--- src/rtl/tx_pkg.sv ---
package tx_pkg;

  localparam int TX_DATA_W   = 8;
  localparam int TX_MIN_BITS = 5;
  localparam int TX_IDX_W    = $clog2(TX_DATA_W);

  typedef enum logic [2:0] {
    ST_IDLE,
    ST_START,
    ST_DATA,
    ST_PAR,
    ST_STOP
  } tx_state_e;

  // Number of data bits selected by the two-bit length code.
  function automatic int data_bits(input logic [1:0] len);
    return TX_MIN_BITS + int'(len);
  endfunction

  // Mask with the low data_bits(len) positions set.
  function automatic logic [TX_DATA_W-1:0] len_mask(input logic [1:0] len);
    logic [TX_DATA_W-1:0] m;
    for (int i = 0; i < TX_DATA_W; i++) begin
      m[i] = (i < data_bits(len));
    end
    return m;
  endfunction

  // Stop period in ticks for a given oversampling ratio.
  function automatic int stop_ticks(input logic [1:0] stop, input int ovs);
    case (stop)
      2'b00:   return ovs;
      2'b01:   return ovs + ovs / 2;
      default: return 2 * ovs;
    endcase
  endfunction

  function automatic logic par_enabled(input logic [1:0] mode);
    return (mode == 2'b01) || (mode == 2'b10);
  endfunction

  // Even mode: bit equals XOR of data. Odd mode: inverted.
  function automatic logic par_value(input logic [TX_DATA_W-1:0] data,
                                     input logic [1:0] len,
                                     input logic [1:0] mode);
    return (^(data & len_mask(len))) ^ (mode == 2'b10);
  endfunction

endpackage

--- src/rtl/tx_baud_div.sv ---
module tx_baud_div #(
  parameter int DIV_W = 16
) (
  input  logic             clk,
  input  logic             rst_n,
  input  logic             run,
  input  logic [DIV_W-1:0] divisor,
  output logic             tick,
  output logic [DIV_W-1:0] div_q
);

  logic [DIV_W-1:0] cnt;
  logic [DIV_W-1:0] lim;

  function automatic logic [DIV_W-1:0] eff_div(input logic [DIV_W-1:0] d);
    return (d == '0) ? DIV_W'(1) : d;
  endfunction

  assign lim  = eff_div(div_q);
  assign tick = run && (cnt == (lim - DIV_W'(1)));

  always_ff @(posedge clk) begin
    if (!rst_n) begin
      cnt   <= '0;
      div_q <= '0;
    end else if (!run) begin
      cnt   <= '0;
      div_q <= divisor;
    end else if (tick) begin
      cnt <= '0;
    end else begin
      cnt <= cnt + DIV_W'(1);
    end
  end

endmodule

--- src/rtl/tx_hold_reg.sv ---
module tx_hold_reg #(
  parameter int W = 8
) (
  input  logic         clk,
  input  logic         rst_n,
  input  logic         wr_en,
  input  logic [W-1:0] wr_data,
  input  logic         take,
  output logic         full,
  output logic [W-1:0] data
);

  always_ff @(posedge clk) begin
    if (!rst_n) begin
      full <= 1'b0;
      data <= '0;
    end else if (take) begin
      full <= 1'b0;
    end else if (wr_en && !full) begin
      full <= 1'b1;
      data <= wr_data;
    end
  end

endmodule

--- src/rtl/tx_frame_fsm.sv ---
module tx_frame_fsm
  import tx_pkg::*;
#(
  parameter int OVS = 16
) (
  input  logic                 clk,
  input  logic                 rst_n,
  input  logic                 tick,
  input  logic                 launch,
  input  logic [TX_DATA_W-1:0] data,
  input  logic [1:0]           cfg_len,
  input  logic [1:0]           cfg_parity,
  input  logic [1:0]           cfg_stop,
  output logic                 txd,
  output logic                 busy,
  output logic                 bit_done
);

  localparam int TCW = $clog2(2 * OVS + 1);

  tx_state_e             state;
  logic [TCW-1:0]        tcnt;
  logic [TCW-1:0]        stop_last;
  logic [TCW-1:0]        cur_last;
  logic [TX_DATA_W-1:0]  shreg;
  logic [TX_IDX_W-1:0]   bidx;
  logic [TX_IDX_W-1:0]   last_idx;
  logic                  par_en;
  logic                  par_bit;

  assign busy     = (state != ST_IDLE);
  assign cur_last = (state == ST_STOP) ? stop_last : TCW'(OVS - 1);
  assign bit_done = busy && tick && (tcnt == cur_last);

  always_ff @(posedge clk) begin
    if (!rst_n) begin
      state     <= ST_IDLE;
      txd       <= 1'b1;
      tcnt      <= '0;
      stop_last <= '0;
      shreg     <= '0;
      bidx      <= '0;
      last_idx  <= '0;
      par_en    <= 1'b0;
      par_bit   <= 1'b0;
    end else if (state == ST_IDLE) begin
      txd <= 1'b1;
      if (launch) begin
        state     <= ST_START;
        txd       <= 1'b0;
        tcnt      <= '0;
        bidx      <= '0;
        shreg     <= data;
        last_idx  <= TX_IDX_W'(data_bits(cfg_len) - 1);
        par_en    <= par_enabled(cfg_parity);
        par_bit   <= par_value(data, cfg_len, cfg_parity);
        stop_last <= TCW'(stop_ticks(cfg_stop, OVS) - 1);
      end
    end else if (tick) begin
      tcnt <= bit_done ? '0 : tcnt + TCW'(1);
      if (bit_done) begin
        case (state)
          ST_START: begin
            state <= ST_DATA;
            txd   <= shreg[0];
            shreg <= shreg >> 1;
          end
          ST_DATA: begin
            if (bidx == last_idx) begin
              state <= par_en ? ST_PAR : ST_STOP;
              txd   <= par_en ? par_bit : 1'b1;
            end else begin
              bidx  <= bidx + TX_IDX_W'(1);
              txd   <= shreg[0];
              shreg <= shreg >> 1;
            end
          end
          ST_PAR: begin
            state <= ST_STOP;
            txd   <= 1'b1;
          end
          default: begin
            state <= ST_IDLE;
            txd   <= 1'b1;
          end
        endcase
      end
    end
  end

endmodule

--- src/rtl/async_tx.sv ---
module async_tx
  import tx_pkg::*;
#(
  parameter int DIV_W = 16,
  parameter int OVS   = 16
) (
  input  logic                 clk,
  input  logic                 rst_n,
  input  logic [1:0]           cfg_len,
  input  logic [1:0]           cfg_parity,
  input  logic [1:0]           cfg_stop,
  input  logic [DIV_W-1:0]     divisor,
  input  logic                 in_valid,
  input  logic [TX_DATA_W-1:0] in_data,
  input  logic                 cts,
  output logic                 txd,
  output logic                 busy,
  output logic                 hold_empty
);

  logic                 tick_w;
  logic [DIV_W-1:0]     div_q_w;
  logic                 hold_full;
  logic [TX_DATA_W-1:0] hold_data;
  logic                 launch;
  logic                 bit_done_w;

  assign launch     = hold_full && cts && !busy;
  assign hold_empty = !hold_full;

  tx_baud_div #(.DIV_W(DIV_W)) i_div (
    .clk     (clk),
    .rst_n   (rst_n),
    .run     (busy),
    .divisor (divisor),
    .tick    (tick_w),
    .div_q   (div_q_w)
  );

  tx_hold_reg #(.W(TX_DATA_W)) i_hold (
    .clk     (clk),
    .rst_n   (rst_n),
    .wr_en   (in_valid),
    .wr_data (in_data),
    .take    (launch),
    .full    (hold_full),
    .data    (hold_data)
  );

  tx_frame_fsm #(.OVS(OVS)) i_fsm (
    .clk        (clk),
    .rst_n      (rst_n),
    .tick       (tick_w),
    .launch     (launch),
    .data       (hold_data),
    .cfg_len    (cfg_len),
    .cfg_parity (cfg_parity),
    .cfg_stop   (cfg_stop),
    .txd        (txd),
    .busy       (busy),
    .bit_done   (bit_done_w)
  );

endmodule

--- config.mk ---
export PLATFORM = sky130hd
export DESIGN_NAME = async_tx
export DESIGN_NICKNAME = d
export VERILOG_FILES = /design/src/rtl/tx_pkg.sv /design/src/rtl/tx_baud_div.sv /design/src/rtl/tx_hold_reg.sv /design/src/rtl/tx_frame_fsm.sv /design/src/rtl/async_tx.sv
export SDC_FILE = /design/constraint.sdc
export NUM_CORES = 1
export LEC_CHECK = 0
export CAP_MARGIN = 30
export CORE_ASPECT_RATIO = 0.9
export CORE_MARGIN = 2
export CORE_UTILIZATION = 45
export CTS_BUF_LIST = sky130_fd_sc_hd__clkbuf_8
export DETAILED_ROUTE_END_ITERATION = 12
export DONT_BUFFER_PORTS = 1
export SETUP_SLACK_MARGIN = 0.05
export SYNTH_ARGS = -nofsm -noshare
export SYNTH_HDL_FRONTEND = slang
export SYNTH_HIERARCHICAL = 1
export SYNTH_SLANG_ARGS = --single-unit
export TNS_END_PERCENT = 20
--- constraint.sdc ---
create_clock -name clk -period 8.9 [get_ports clk]
set_clock_uncertainty 0.05 [all_clocks]
set_input_delay 0.89 -clock clk [delete_from_list [all_inputs] [get_ports clk]]
set_output_delay 0.89 -clock clk [all_outputs]
set_load 0.01 [all_outputs]
[Word-level counts from Yosys, hierarchy flattened]
Index checks and enable logic that the tools add are counted.
Operators by class
  magnitude comparators: 8
  reduce and logical (&&, ||, !) cells: 27
  multiplexer cells: 36
  equal/unequal tests: 14
  $add $sub $neg: 7
  bitwise operators: 5
Operators by type and width (number)
  two-way mux 6 bit: 8
  two-way mux 8 bit: 5
  two-way mux 3 bit: 12
  adder 16 x 1 -> 16 bit, second input constant: 1
  == test 16 bit: 1
  logical NOT 16 bit: 1
  less-than comparator 3 x 4 -> 1 bit, first input constant: 4
  two-way mux 16 bit: 1
  case mux 8 bit (2 select lines): 1
  subtractor 16 x 1 -> 16 bit, second input constant: 1
  case mux 6 bit (2 select lines): 1
  AND reduction 5 bit: 2
  case mux 3 bit (3 select lines): 1
  bitwise AND 8 bit: 1
  less-than comparator 1 x 4 -> 1 bit, first input constant: 2
  less-than comparator 2 x 4 -> 1 bit, first input constant: 2
  AND reduction 2 bit: 4
  XOR reduction 8 bit: 1
  adder 6 x 1 -> 6 bit, second input constant: 1
  == test 3 x 2 -> 1 bit, second input constant: 2
  == test 6 bit: 1
  logical AND 1 bit: 6
  two-way mux 1 bit: 6
  nonzero test 2 bit: 3
  other kinds (23): 29
Storage, ports and cells
  bits of input ports: 34
  logic and storage cells: 110
  register bits: 73
  output and inout port bits: 3

[Longest topological paths before layout]
  word-level depth: 10
  depth in mapped cells: 20
  gate-level depth less buffers: 17

[Modules after synthesis]
The synthesis kept the hierarchy.
Modules (own cells, without submodules)
  tx_baud_div: sequential area each 640.6 um^2, area an instance 1898.1 um^2, times used 1, cells each 203
  tx_frame_fsm: sequential area each 600.6 um^2, area an instance 1714.1 um^2, times used 1, cells each 197
  tx_hold_reg: sequential area each 180.2 um^2, area an instance 370.4 um^2, times used 1, cells each 39
  async_tx: sequential area each 0.0 um^2, area an instance 12.5 um^2, times used 1, cells each 2

[Least setup slack after synthesis]
No wires, ideal clock.
  path type: reg-to-reg
  start: reg i_div.div_q[0]
  end: reg i_fsm.shreg[0]
  period minus slack after synthesis: 4.167 ns
  cell stages (with the launch flop): 19
  slack: 4.733 ns
  arrival: 4.029 ns
  cells stage by stage: dfxtp_1 > or4_4 > and2b_1 > nor2_1 > ha_1 > xor2_1 > nand3_1 > nor4b_1 > o311a_2 > nand3_2 > nor4b_4 > buf_6 > or2b_2 > a21oi_1 > o31ai_1 > nor3_4 > buf_6 > nor2_1 > a311oi_2
On the way
  word-level cells in the longest chain between the ends: 9
  elaborated cells on any way between the ends: 10
  classes of those cells: add/sub (1); eq/ne (1); mux (1); reduce/logical (7)
RTL lines
  start, declared: line tx_baud_div.sv:9  | output logic [DIV_W-1:0] div_q
  start signal, assigned: line tx_baud_div.sv:28  | div_q <= divisor;
  logical NOT 16 bit: line tx_baud_div.sv:16  | return (d == '0) ? DIV_W'(1) : d;
  two-way mux 16 bit *: line tx_baud_div.sv:16
  subtractor 16 x 1 -> 16 bit *: line tx_baud_div.sv:20  | assign tick = run && (cnt == (lim - DIV_W'(1)));
  == test 16 bit *: line tx_baud_div.sv:20
  logical AND 1 bit *: line tx_baud_div.sv:20
  named net tick_w: line async_tx.sv:21  | logic tick_w;
  logical AND 1 bit (2 in series): line tx_frame_fsm.sv:33  | assign bit_done = busy && tick && (tcnt == cur_last);
  nonzero test 2 bit (no line)
  AND reduction 5 bit (no line) *
  end signal, assigned: line tx_frame_fsm.sv:53  | shreg <= data;
  end signal, assigned: line tx_frame_fsm.sv:66  | shreg <= shreg >> 1;
  end signal, assigned: line tx_frame_fsm.sv:75  | shreg <= shreg >> 1;
  end, declared: line tx_frame_fsm.sv:25  | logic [TX_DATA_W-1:0] shreg;
Mark *: on every way through the listed nets, which the timed path passes. The rest lies on a longest branch.
A chain may end at the register's enable or synchronous reset.

[Worst setup path after layout]
  start: reg i_div.div_q[8]
  end: reg i_fsm.shreg[6]
Same word-level chain as after synthesis.

==> flow_summary.toml <==
[logic_synthesis]
synth_top_family_by_area = "simple AND/OR/NAND/NOR gates"
ys_warn_count = 6
async_reset_ff_share_pct = 0
ys_seq_elements = 71
synth_compound_area_share_pct = 10.9
seq_area_frac_synth_pct = 35.6
synth_cells = 441
synthXorXnorAreaFrac_pct = 10.7
synth_edf_count = 0
synthAdderAreaFrac_pct = 1.57
synthMuxAreaShare_pct = 7.58
syn_avg_cell_area_um2 = 9.06
yosys.area_share.simple_pct = 28.6
synth_nets = 480
ys_types = 75
synth_area_mm2 = 0.00400
synth-main-ff-cell = "dfxtp_1"

[worst_setup_path]
crit_type = "reg -> reg"
cp_slowest_cell = "nor3_4"
cp-startpoint = "i_div/div_q[8]"
r2r_end = "i_fsm/shreg[6]"
max_stage_delay_ps = 560
critPathMaxFanout = 22
rr_startpoint = "i_div/div_q[8]"
r2r.worst_path.cells = 18
worstPathRequired_ps = 9100
r2r_slack_ps = 4240
critPathMostFrequentCell = "nor2_1"
crit_chain = "nor4_1 > and4_1 > and2b_1 > nor2_1 > ha_1 > xor2_1 > nand3_1 > nor4b_1 > o311a_2 > nand3_2 > nor4b_4 > buf_4 > nor3b_1 > a32o_1 > a21oi_1 > nor3_4 > nor2_1 > a311oi_1"
startpoint_type = "flip-flop"
crit_arrival_ps = 4850
crit_end = "i_fsm/shreg[6]"
end_kind = "flip-flop"

[final_layout]
final_net_count = 469
drive_above_1_share_pct = 10.1
fillers = 834
final_cell_mix = "71 x dfxtp_1, 54 x nand2_1, 31 x xnor2_1"
antenna-diode-count = 0
syn_to_final_growth_pct = 5.26
final_cells = 554
fin_area_mm2 = 0.00421
final_common_cell = "dfxtp_1"
multi_input_area_mm2 = 0.00237
regArea_mm2 = 0.00142

[pwr]
leakage_nw = 1.46
pwr-share-clk_pct = 39.8
p_per_area_mw_per_mm2 = 178
peakVddDrop_mv = 0.113
p_comb_share_pct = 13.3
p_sw_uw = 197
p_int_uw = 553
sw_frac_of_total_pct = 26.2
p_seq_share_pct = 46.9

[timing]
period_share_pct = 52.3
whs_ps = 423
clock.fmax_mhz = 215
worst_slew_pin_slew_ps = 796
min_period_ps = 4660
hold_violations = 0
maxSlewHeadroom_pct = 46.7
setup_tns_ps = 0
drv_slew = 0
final-setup-viol-count = 0
grt_setup_unrepaired = "no"

[routing]
vias = 3047
viasPerCell = 5.50
drtPass1Iterations = 4
wirelength_um = 8290
drc = 0
ant_nets = 0
drt_iter0_drc = 116
wl_per_cell_um = 15.0

[global_route]
antenna_found_initial = 0
grt_pass1_wl_um = 13700
grt_pass1_vias = 2752
grt_usage_pct = 18.4
grt_overflow_total = 0
grt_max_degree = 48

[clocking]
ctsResizeCount = 0
ctsHtreeMaxLevel = 3
insertion_delay_ps = 350
cts_made_buffers = 9
postCtsSetupBuffers = 0
cts_max_path_buffers = 2
clkTransAtPathRegs_ps = 80
cts_tree = "built"
postCtsHoldBufs = 0
root_buffer = "clkbuf_8"
clock_sinks = 71

[hold_path]
hp-class = "reg -> reg"

[job]
cap_violations = 0

[floorplanning]
num_io_pins = 37
start_util_pct = 46.4
rows = 32
die-height_um = 93.4
die-area_mm2 = 0.00965
core_region_area_mm2 = 0.00861
die_w_um = 103

[placed_design]
postPlaceCellArea_mm2 = 0.00397
gp_congestion = 0.828
place.port_buffers = 0
detailed_place_hpwl_um = 5860
dp.cells = 538

[status]
status = "finished, final reports clean"
-- per-stage QoR --
| stage | utilization (%) | power [mW] | worst slack [ps] |
|---|---|---|---|
| final | 48.9 | 0.750 | 4240 |
| after global routing | 48.9 | 0.785 | 3890 |
| after CTS | 48.9 | 0.759 | 4300 |
| after detailed placement | 46.2 | 0.459 | 4310 |
| after global placement | 46.2 | 0.457 | 4480 |
| after floorplan | - | 0.447 | 4730 |
-- power groups by stage --
stage | Clock (mW) | Combinational, mW | Sequential [mW]
finish | 0.298 | 0.0999 | 0.352
detailed placement | 0 | 0.0996 | 0.360
global placement | 0 | 0.0978 | 0.359
CTS | 0.307 | 0.100 | 0.352
global route | 0.319 | 0.111 | 0.355
floorplan | 0 | 0.0948 | 0.352
-- sequential cells by signal, summed over array words and instances (netlist names) --
name and count:
i_fsm/shreg 8, i_fsm/par_en 1, i_fsm/txd 1, i_hold/full 1, i_fsm/bidx 3, i_fsm/state 3
i_div/cnt 16, i_fsm/par_bit 1, i_div/div_q 16, i_fsm/last_idx 3, i_fsm/stop_last 4, i_hold/data 8
i_fsm/tcnt 6
-- worst min path at each step --
stage,start,endpoint,depth (start not counted)
6_report,i_fsm/last_idx[1],i_fsm/last_idx[1],2
5_1_grt,i_fsm/last_idx[1],i_fsm/last_idx[1],2
4_1_cts,i_fsm/last_idx[1],i_fsm/last_idx[1],2
2_1_floorplan,i_hold/data[5],i_hold/data[5],2
3_3_place_gp,i_fsm/last_idx[1],i_fsm/last_idx[1],2
3_5_place_dp,i_fsm/last_idx[1],i_fsm/last_idx[1],2
-- final cells by class --
cell class | count | area share (%)
multi-input cells | 341 | 56.4
repair buffers | 1 | 0.179
inverters | 6 | 0.536
flip-flops and latches | 71 | 33.8
clock buffers | 11 | 3.60
well taps | 119 | 3.54
clock inverters | 5 | 1.90
-- cells in the mapped netlist, types with 5 or more instances --
master | count | area (um^2)
a21oi_1 | 12 | 60.1
o21ai_0 | 6 | 30.0
nand3_1 | 16 | 80.1
a311oi_1 | 5 | 43.8
buf_6 | 5 | 56.3
nor3b_1 | 8 | 60.1
xnor2_1 | 31 | 272
inv_1 | 5 | 18.8
nand4_1 | 6 | 37.5
a211oi_1 | 6 | 45.0
and3_1 | 9 | 56.3
nor2b_1 | 17 | 106
nand2_1 | 54 | 203
dfxtp_1 | 71 | 1420
nor3_1 | 20 | 100
nor2_1 | 28 | 105
clkbuf_1 | 8 | 30.0
ha_1 | 5 | 62.6
mux2i_1 | 28 | 280
xor2_1 | 18 | 158
-- kinds of logic (layout without fill, tap and decap cells) --
logic type,count (synthesis),after routing
AND/OR/NAND/NOR,199,199
AO/OA/AOI/OAI,58,58
multiplexers,30,30
XOR/XNOR,49,49
buffers and inverters,29,23
adder cells (fa/ha/maj),5,5
flip-flops,71,71
-- routing by layer --
metal  GRT usage (%)  wire length [um]  vias up
li1                -                 -     1539
met1            26.5              4230     1430
met2            26.8              3590       70
met3            5.08               394        8
met4            5.15                81        0
met5               0                 0        -
-- critical path: cells and delay by family (launching register included) --
kind                       cells  cell delay (ps)
adders and majority gates      1              300
xor gates and xnor gates       1              150
DFF                            1              380
AOI/OAI and AO/OA              4              830
buffers and inverters          1              290
and+or+nand+nor               11             2530
(Power assumes the default switching activity.)
